### config.mk
export PLATFORM = sky130hd
export DESIGN_NAME = idx_mem_xfer
export DESIGN_NICKNAME = d
export VERILOG_FILES = /design/src/rtl/idx_mem_xfer_pkg.sv /design/src/rtl/xfer_glyph_rom.sv /design/src/rtl/xfer_dec_split.sv /design/src/rtl/idx_mem_xfer.sv
export SDC_FILE = /design/constraint.sdc
export NUM_CORES = 1
export LEC_CHECK = 0
export BUFFER_PORTS_ARGS = -buffer_cell sky130_fd_sc_hd__buf_2
export CORE_UTILIZATION = 52
export CTS_CLUSTER_SIZE = 40
export DETAILED_ROUTE_END_ITERATION = 10
export HOLD_SLACK_MARGIN = 0.15
export PLACE_DENSITY = 0.82
export SYNTH_ARGS = -nofsm -noshare
export SYNTH_HDL_FRONTEND = slang
export SYNTH_SLANG_ARGS = --single-unit
### constraint.sdc
create_clock -name clk -period 7 [get_ports clk]
set_input_delay 0.7 -clock clk [delete_from_list [all_inputs] [get_ports clk]]
set_output_delay 0.7 -clock clk [all_outputs]
set_load 0.01 [all_outputs]
### src/rtl/idx_mem_xfer_pkg.sv
package idx_mem_xfer_pkg;

  localparam int GLYPH_ROWS = 5;

  typedef enum logic [1:0] {
    OP_GLYPH  = 2'd0,
    OP_DIGITS = 2'd1,
    OP_SPILL  = 2'd2,
    OP_FILL   = 2'd3
  } xfer_op_e;

  typedef enum logic [2:0] {
    ST_BOOT,
    ST_FONT,
    ST_IDLE,
    ST_DIGIT,
    ST_SPILL,
    ST_FILL,
    ST_FIN
  } xfer_st_e;

  // Row nibbles of one glyph, top row in the highest nibble.
  function automatic logic [4*GLYPH_ROWS-1:0] glyph_rows(input logic [3:0] g);
    case (g)
      4'h0: glyph_rows = 20'hF999F;
      4'h1: glyph_rows = 20'h26227;
      4'h2: glyph_rows = 20'hF1F8F;
      4'h3: glyph_rows = 20'hF1F1F;
      4'h4: glyph_rows = 20'h99F11;
      4'h5: glyph_rows = 20'hF8F1F;
      4'h6: glyph_rows = 20'hF8F9F;
      4'h7: glyph_rows = 20'hF1244;
      4'h8: glyph_rows = 20'hF9F9F;
      4'h9: glyph_rows = 20'hF9F1F;
      4'hA: glyph_rows = 20'hF9F99;
      4'hB: glyph_rows = 20'hE9E9E;
      4'hC: glyph_rows = 20'hF888F;
      4'hD: glyph_rows = 20'hE999E;
      4'hE: glyph_rows = 20'hF8F8F;
      default: glyph_rows = 20'hF8F88;
    endcase
  endfunction

endpackage

### src/rtl/xfer_glyph_rom.sv
module xfer_glyph_rom
  import idx_mem_xfer_pkg::*;
#(
  parameter int ROW_W = 3
) (
  input  logic [3:0]       glyph,
  input  logic [ROW_W-1:0] row,
  output logic [7:0]       row_byte
);

  logic [4*GLYPH_ROWS-1:0] pat;
  logic [3:0]              nib;

  always_comb begin
    pat = glyph_rows(glyph);
    nib = '0;
    for (int r = 0; r < GLYPH_ROWS; r++) begin
      if (row == ROW_W'(r)) nib = pat[4*(GLYPH_ROWS-1-r) +: 4];
    end
    row_byte = {nib, 4'h0};
  end

endmodule

### src/rtl/xfer_dec_split.sv
module xfer_dec_split (
  input  logic [7:0] val,
  output logic [3:0] hund,
  output logic [3:0] tens,
  output logic [3:0] ones
);

  logic [7:0] rem;

  always_comb begin
    if (val >= 8'd200) begin
      hund = 4'd2;
      rem  = val - 8'd200;
    end else if (val >= 8'd100) begin
      hund = 4'd1;
      rem  = val - 8'd100;
    end else begin
      hund = 4'd0;
      rem  = val;
    end
    // rem <= 99: multiply by 205 and shift by 11 is an exact divide by 10
    tens = 4'(({8'd0, rem} * 16'd205) >> 11);
    ones = 4'(rem - 8'(tens) * 8'd10);
  end

endmodule

### src/rtl/idx_mem_xfer.sv
module idx_mem_xfer
  import idx_mem_xfer_pkg::*;
#(
  parameter int          ADDR_W      = 12,
  parameter int          REG_CNT     = 16,
  parameter int          GLYPH_CNT   = 16,
  parameter int          GLYPH_BYTES = 5,
  parameter logic [11:0] FONT_BASE   = 12'h050
) (
  input  logic                       clk,
  input  logic                       rst_n,
  input  logic                       cmd_valid,
  input  logic [1:0]                 cmd_op,
  input  logic [$clog2(REG_CNT)-1:0] cmd_x,
  output logic [$clog2(REG_CNT)-1:0] rf_rd_idx,
  input  logic [7:0]                 rf_rd_data,
  input  logic [ADDR_W-1:0]          idx_val,
  output logic                       rf_wr_en,
  output logic [$clog2(REG_CNT)-1:0] rf_wr_idx,
  output logic [7:0]                 rf_wr_data,
  output logic                       idx_wr_en,
  output logic [ADDR_W-1:0]          idx_wr_data,
  output logic                       mem_en,
  output logic                       mem_we,
  output logic [ADDR_W-1:0]          mem_addr,
  output logic [7:0]                 mem_wdata,
  input  logic [7:0]                 mem_rdata,
  output logic                       busy,
  output logic                       done
);

  localparam int RIDX_W     = $clog2(REG_CNT);
  localparam int FONT_BYTES = GLYPH_CNT * GLYPH_BYTES;
  localparam int CNT_W      = $clog2(FONT_BYTES);
  localparam int GLY_W      = $clog2(GLYPH_CNT);
  localparam int ROW_W      = $clog2(GLYPH_BYTES);

  // reset: asynchronous assert, synchronous release
  logic [1:0] rs_q;
  logic       rst_int_n;

  always_ff @(posedge clk or negedge rst_n) begin
    if (!rst_n) rs_q <= 2'b00;
    else        rs_q <= {rs_q[0], 1'b1};
  end
  assign rst_int_n = rs_q[1];

  // state
  xfer_st_e          st_q, st_d;
  logic [CNT_W-1:0]  cnt_q, cnt_d;
  logic [GLY_W-1:0]  gly_q, gly_d;
  logic [ROW_W-1:0]  row_q, row_d;
  xfer_op_e          op_q;
  logic [RIDX_W-1:0] last_q;
  logic [ADDR_W-1:0] base_q;
  logic [7:0]        val_q;
  logic              pend_q, pend_d;
  logic [RIDX_W-1:0] pend_idx_q, pend_idx_d;
  logic              cap_en;

  logic [7:0] font_byte;
  logic [3:0] d_hund, d_tens, d_ones;
  logic [3:0] digit;

  xfer_glyph_rom #(.ROW_W(ROW_W)) rom_i (
    .glyph    (4'(gly_q)),
    .row      (row_q),
    .row_byte (font_byte)
  );

  xfer_dec_split split_i (
    .val  (val_q),
    .hund (d_hund),
    .tens (d_tens),
    .ones (d_ones)
  );

  assign cap_en = (st_q == ST_IDLE) && cmd_valid;

  // next state
  always_comb begin
    st_d  = st_q;
    cnt_d = cnt_q;
    gly_d = gly_q;
    row_d = row_q;
    case (st_q)
      ST_BOOT: begin
        st_d  = ST_FONT;
        cnt_d = '0;
        gly_d = '0;
        row_d = '0;
      end
      ST_FONT: begin
        if (cnt_q == CNT_W'(FONT_BYTES - 1)) begin
          st_d = ST_IDLE;
        end else begin
          cnt_d = cnt_q + 1'b1;
          if (row_q == ROW_W'(GLYPH_BYTES - 1)) begin
            row_d = '0;
            gly_d = gly_q + 1'b1;
          end else begin
            row_d = row_q + 1'b1;
          end
        end
      end
      ST_IDLE: begin
        if (cmd_valid) begin
          cnt_d = '0;
          case (xfer_op_e'(cmd_op))
            OP_GLYPH:  st_d = ST_FIN;
            OP_DIGITS: st_d = ST_DIGIT;
            OP_SPILL:  st_d = ST_SPILL;
            default:   st_d = ST_FILL;
          endcase
        end
      end
      ST_DIGIT: begin
        if (cnt_q == CNT_W'(2)) st_d = ST_FIN;
        else                    cnt_d = cnt_q + 1'b1;
      end
      ST_SPILL, ST_FILL: begin
        if (cnt_q == CNT_W'(last_q)) st_d = ST_FIN;
        else                         cnt_d = cnt_q + 1'b1;
      end
      default: st_d = ST_IDLE;
    endcase
  end

  assign pend_d     = (st_q == ST_FILL);
  assign pend_idx_d = cnt_q[RIDX_W-1:0];

  // registers
  always_ff @(posedge clk or negedge rst_int_n) begin
    if (!rst_int_n) begin
      st_q       <= ST_BOOT;
      cnt_q      <= '0;
      gly_q      <= '0;
      row_q      <= '0;
      pend_q     <= 1'b0;
      pend_idx_q <= '0;
    end else begin
      st_q       <= st_d;
      cnt_q      <= cnt_d;
      gly_q      <= gly_d;
      row_q      <= row_d;
      pend_q     <= pend_d;
      pend_idx_q <= pend_idx_d;
    end
  end

  always_ff @(posedge clk or negedge rst_int_n) begin
    if (!rst_int_n) begin
      op_q   <= OP_GLYPH;
      last_q <= '0;
      base_q <= '0;
      val_q  <= '0;
    end else if (cap_en) begin
      op_q   <= xfer_op_e'(cmd_op);
      last_q <= cmd_x;
      base_q <= idx_val;
      val_q  <= rf_rd_data;
    end
  end

  // outputs
  always_comb begin
    case (cnt_q[1:0])
      2'd0:    digit = d_hund;
      2'd1:    digit = d_tens;
      default: digit = d_ones;
    endcase
  end

  assign rf_rd_idx = (st_q == ST_SPILL) ? cnt_q[RIDX_W-1:0] : cmd_x;

  assign mem_en = (st_q == ST_FONT) || (st_q == ST_DIGIT) ||
                  (st_q == ST_SPILL) || (st_q == ST_FILL);
  assign mem_we = (st_q == ST_FONT) || (st_q == ST_DIGIT) || (st_q == ST_SPILL);

  always_comb begin
    if (st_q == ST_FONT) mem_addr = FONT_BASE + ADDR_W'(cnt_q);
    else                 mem_addr = base_q + ADDR_W'(cnt_q);
  end

  always_comb begin
    case (st_q)
      ST_FONT:  mem_wdata = font_byte;
      ST_DIGIT: mem_wdata = {4'h0, digit};
      ST_SPILL: mem_wdata = rf_rd_data;
      default:  mem_wdata = '0;
    endcase
  end

  assign rf_wr_en    = pend_q;
  assign rf_wr_idx   = pend_idx_q;
  assign rf_wr_data  = mem_rdata;

  assign idx_wr_en   = (st_q == ST_FIN) && (op_q == OP_GLYPH);
  assign idx_wr_data = FONT_BASE + ADDR_W'(GLYPH_BYTES) * ADDR_W'(val_q);

  assign done = (st_q == ST_FIN);
  assign busy = (st_q != ST_IDLE);

endmodule

==> impl_results.md, run 1 <==
* DP HPWL at 10300 um
* Die X at 103 um
* 1st-iter DRT viols at 190
* Final Routed Wirelength at 13000 um
* Final period util at 100%
* Ys async rst share at 100%
* Worst Path Arrival at 6.31 ns
* Yosys cell types at 61
* Failing checks: negative setup slack
* Max Clock Skew at 0.00794 ns
* Outcome: finished, violations left
* Synth cell count leaders: 85 x inv_1, 82 x ha_1, 60 x nand2_1, 50 x dfrtp_1, 47 x o21ai_0
* Pre-CTS setup slack at -0.114 ns
* PortBufs at 73
* Register area share after synthesis at approximately a quarter
* Netlist Area Pre-Place at 5340 um^2
* Final ANT Viol Nets at 0
* Finished Cell Area at 6180 um^2
* Yosys top cell area share at 23.4%
* # setup viols final at 1
* Reg clk slew, reported paths at 0.09 ns
* DR DRC count at 0
* Fin Setup TNS at -0.00718 ns
* Finished Core Util at 62.6%
* Placed Instance Area at 5880 um^2
* Post-synth EDFFs at 0
* Most common cell in the netlist: inv_1
* Final Hold Fails at 0
* Syn_area_per_cell at 8.57 um^2
* Worst Hold Class: in2async
* Worst Path Max Fanout at 4
* Worst-Margin Slew at ~1.2 ns
* Via count at ~4700
* Initial core utilization at 54.1%
* Clk sinks at 50
* Core box area at 9860 um^2
* Initial antenna violation count at 0
* Synthesized Nets at between 700 and 800
* Flops & latches, synth at 50
* RSZ-0062 raised after global routing: true
* Gr usage total at 25.5%
* Prevailing post-synth register cell: dfrtp_1
* Top post-synthesis cells by area: dfrtp_1 23%, ha_1 19%, fa_1 6.0%, inv_1 6.0%, mux2_2 4.9%
* # diodes at 0
* Max frequency at ~140 MHz
* First-pass GRT wire length at around 21000 um
* Row cnt at 36
* Area of the multi-input gates at 3710 um^2
* WS Path Type: reg2out
* Avg WL per Cell at around 16 um
* Synth-to-layout area growth at 15.8%
* Share of cells above drive strength 1 at between 20% and 30%
* Clock Tree Buf Depth at 2
* Reg area at 1250 um^2
* Crit start category: flop
* GP Congestion at 0.929
* CP endpoint kind: output port
* Total grt overflow at 0
* Worst-Skew Late Latency at 0.31 ns
* H-tree levels at 2
* Min cycle time layout at roughly 7 ns
* Final WS setup at -0.00718 ns
* Max-slew violations at 0
* Largest net degree at the start of global routing at 39
* Warnings from Yosys at 0
* Relative max-transition margin at a little under a quarter
* DIE AREA at 10700 um^2
* Fillers at roughly 830
* Vias in the first global route at 4734
* Cts bufs inserted at 5
* Worst Path Required at 6.30 ns
* Max_cap viols at 0
* Drt pass-1 iters at 4
* Yosys top cell by area: dfrtp_1
* Post-Syn Instances at 623
* Root Buffer: clkbuf_8
* I/O pin cnt at around 90
* Die H at 103 um
* Vias per cell at roughly 5.7
* Final Net Count at around 840
* TritonCTS clock tree: built
[kinds of logic after synthesis]
kind of cell             share of synthesized area, %
AO/OA/AOI/OAI                                    17.6
XOR/XNOR                                         5.67
adder cells (fa/ha/maj)                          25.2
buffers and inverters                            9.10
flip-flops                                       23.4
multiplexers                                     5.23
other                                           0.141
AND/OR/NAND/NOR                                  13.6
[final cells by class]
cell class / count / area share, %
repair buffers: 102 / 9.48
inverters: 85 / 5.17
clock buffers: 6 / 1.34
multi-input cells: 457 / 60.1
clock inverters: 2 / 0.972
well taps: 133 / 2.69
flip-flops and latches: 50 / 20.3
[registers in the layout, summed over array words and instances (netlist names)]
register	count
st_q	3
last_q	4
base_q	12
rf_wr_en	1
row_q	3
rs_q	2
op_q	2
cnt_q	7
val_q	8
gly_q	4
rf_wr_idx	4
[metal layers]
metal	vias up	share of wire (%)	global-route usage, %
met2	152	52	47.3
li1	2297	-	-
met4	0	3.5	11.3
met3	38	4.9	4.17
met5	-	0	0
met1	2252	40	28.7
[stage by stage]
step | cells | hold slack, ns
after floorplan | 623 | 0.331
after global placement | 821 | 0.123
after detailed placement | 821 | 0.130
after CTS | 835 | 0.152
after global routing | 835 | 0.154
final | 835 | 0.160
[repair_timing]
action | 4_1_cts | 5_1_grt
pin swaps | 10 | 12
buffers inserted | 5 | 0
resized for setup | 12 | 13
endpoints found under the setup margin | 2 | 2
hold buffers | 1 | 0
hold endpoints to repair | 10 | 0
[critical path, cell delays in order, from the launching register on]
cell and delay, ns:
dfrtp_1 0.42, ha_2 0.19, a2111o_1 0.42, and3_4 0.21, a21oi_4 0.13, a22oi_2 0.07, xor2_1 0.19, inv_1 0.12
ha_4 0.28, inv_2 0.03, fa_1 0.49, inv_2 0.05, fa_1 0.52, inv_1 0.05, fa_1 0.50, inv_2 0.05
ha_4 0.23, a21oi_4 0.14, o21ai_2 0.08, o41ai_2 0.31, xnor2_1 0.14, ha_2 0.19, fa_2 0.33, xor2_1 0.17
xnor3_1 0.23, a221o_1 0.31, buf_2 0.14
[final timing paths]
kind	start	end	slack, ns	depth (start not counted)
worst min-delay path	rst_n	rs_q[1]	0.16	1
worst max-delay path	val_q[3]	mem_wdata[3]	-0.007	26
worst min register to register	rs_q[1]	op_q[1]	0.35	1
min in group clk	rs_q[0]	rs_q[1]	0.36	0
worst max register to register	cnt_q[0]	cnt_q[5]	4.23	9
max in group asynchronous	rs_q[1]	base_q[8]	5.91	1
[placed cells by master, fill, tap and decap left out, types with 4 or more instances in the layout]
cell and n:
a21oi_1 28, mux2_2 23, and2_1 4, or3_1 4
a21o_1 9, nand2_1 60, buf_4 28, xor2_1 13
clkbuf_8 6, nand3_1 12, inv_1 81, nor3_1 11
a22oi_1 6, xnor2_1 18, ha_1 76, a31oi_1 5
dfrtp_1 48, o21ai_0 45, nand4_1 7, buf_2 73
fa_1 15, nor2b_1 4, o21ai_1 4, nor2_1 32
inv_2 4, a221oi_1 5
Power of run 1 is not shown: default switching activity piles up to over one toggle a cycle in this logic, so the estimate is an artifact.
==> run 2, diff against run 1 <==
CORE_UTILIZATION = 30   (was 52)
PLACE_DENSITY = 0.54   (was 0.82)
==> impl_results.md, run 2 (synthesis results as in run 1) <==
* Outcome: complete, no violations
* Final ANT Viol Nets at 0
* RSZ-0062 raised after global routing: true
* Reg2Reg Setup Slack at about 4.3 ns
* R2R depth at 9
* TritonCTS clock tree: built
* Max Clock Skew at 0.0138 ns
* Initial antenna violation count at 0
* Placed Instance Area at approximately 6100 um^2
* WP buf/inv at 7
* Vias per cell at between 4 and 5
* Gr usage total at between 10 and 15%
* PortBufs at 73
* Worst-Margin Slew at 1.06 ns
* DIE AREA at 18300 um^2
* Max frequency at 144 MHz
* Finished Cell Area at 6430 um^2
* Top Registers: base_q x12, val_q x8, cnt_q x7
* Share of cells above drive strength 1 at 25.7%
* Max_cap viols at 0
* Vias in the first global route at 4385
* Drt pass-1 iters at 4
* Worst-Skew Late Latency at 0.30 ns
* H-tree levels at 2
* Relative max-transition margin at 29.1%
* Worst Path Required at 6.30 ns
* Commonest non-fill, non-tap cell in the layout: inv_1
* First-pass GRT wire length at 21800 um
* Worst Path Arrival at 6.24 ns
* Reg clk slew, reported paths at ~0.06 ns
* Root Buffer: clkbuf_16
* I/O pin cnt at between 90 and 100
* Total grt overflow at 0
* Hold_buf cts at 0
* Fillers at 1787
* Worst path top cell family by delay: adder cells
* DR DRC count at 0
* # setup viols final at 0
* CP Depth at 26
* Cts bufs inserted at 5
* Commonest non-fill, non-tap cells in the layout: 80 x inv_1, 75 x ha_1, 73 x buf_2, 58 x nand2_1, 48 x dfrtp_1
* CP dominant cell by count: inv_2
* Crit start category: flop
* Reg area at 1250 um^2
* Final Routed Wirelength at 13100 um
* Clock Tree Buf Depth at 2
* Avg WL per Cell at 13.9 um
* Final period util at 99.2%
* Via count at 4542
* # diodes at 0
* Largest register FFs at 12
* 1st-iter DRT viols at 306
* WS Path Type: reg2out
* Worst path max stage delay at 0.53 ns
* Min cycle time layout at 6.94 ns
* GP Congestion at 0.844
* Die X at ~140 um
* Largest net degree at the start of global routing at 49
* DP HPWL at 10400 um
* Clk sinks at 50
* CP endpoint kind: output port
* Worst Hold Class: in2async
* Area of the multi-input gates at 3730 um^2
* Reg with most FFs: base_q
* Max-slew violations at 0
* Initial core utilization at 30.7%
* Final Net Count at between 800 and 900
* Synth-to-layout area growth at 20.5%
* Final Hold Fails at 0
* Core box area at approximately 17000 um^2
* Slowest cell on crit path: fa_1
* Row cnt at 48
* Worst Path Max Fanout at 3
* Die H at ~140 um
==> run 2: cell count changes in the layout (fill, tap and decap cells not counted), sizes merged <==
cell         previous run  this run
buf                   101       117
bufinv                  2         0
clkinv                  0         2
clkbuf                  6         5
clkinvlp                0         1
dlygate4sd3             1         0
==> run 2: final timing paths <==
kind	from	to
hold reg to reg	rs_q[1]	cnt_q[5]
hold / removal	rst_n	rs_q[0]
max in group asynchronous	rs_q[1]	val_q[2]
setup / recovery	val_q[0]	mem_wdata[3]
setup reg to reg	cnt_q[0]	cnt_q[5]
min in group clk	rs_q[0]	rs_q[1]
==> run 2: repair_timing <==
item / 4_1_cts / 5_1_grt
setup endpoints to repair: 2 / 3
gates resized for setup: 14 / 18
setup buffers: 6 / 4
pin swaps: 17 / 8
==> run 2: final cells by class <==
type / instances / area share (%)
Clock buffer: 5 / 1.95
Clock inverter: 3 / 0.331
Inverter: 85 / 4.96
Multi-Input combinational cell: 457 / 58.0
Sequential cell: 50 / 19.5
Tap cell: 225 / 4.38
Timing Repair Buffer: 117 / 10.9
==> run 2: routing by layer <==
metal / up-vias / global-route usage [%] / part of all wire [%]
met4: 0 / 3.00 / 0.84
met3: 9 / 1.87 / 2.6
met2: 73 / 26.0 / 49
met1: 2140 / 19.5 / 47
li1: 2320 / - / -
met5: - / 0 / 0
==> run 2: per-stage QoR <==
stage	utilization, %	std cells	TNS (ns)	hold WS [ns]	setup slack (ns)
6_report	37.1	942	0	0.182	0.0564
5_1_grt	37.1	942	-0.491	0.171	-0.282
4_1_cts	36.3	938	0	0.172	0.0151
3_5_place_dp	35.0	924	-0.155	0.342	-0.155
3_3_place_gp	35.0	924	-0.0360	0.335	-0.0360
2_1_floorplan	-	623	0	0.331	0.00468
Power of run 2 is left out for the same reason.
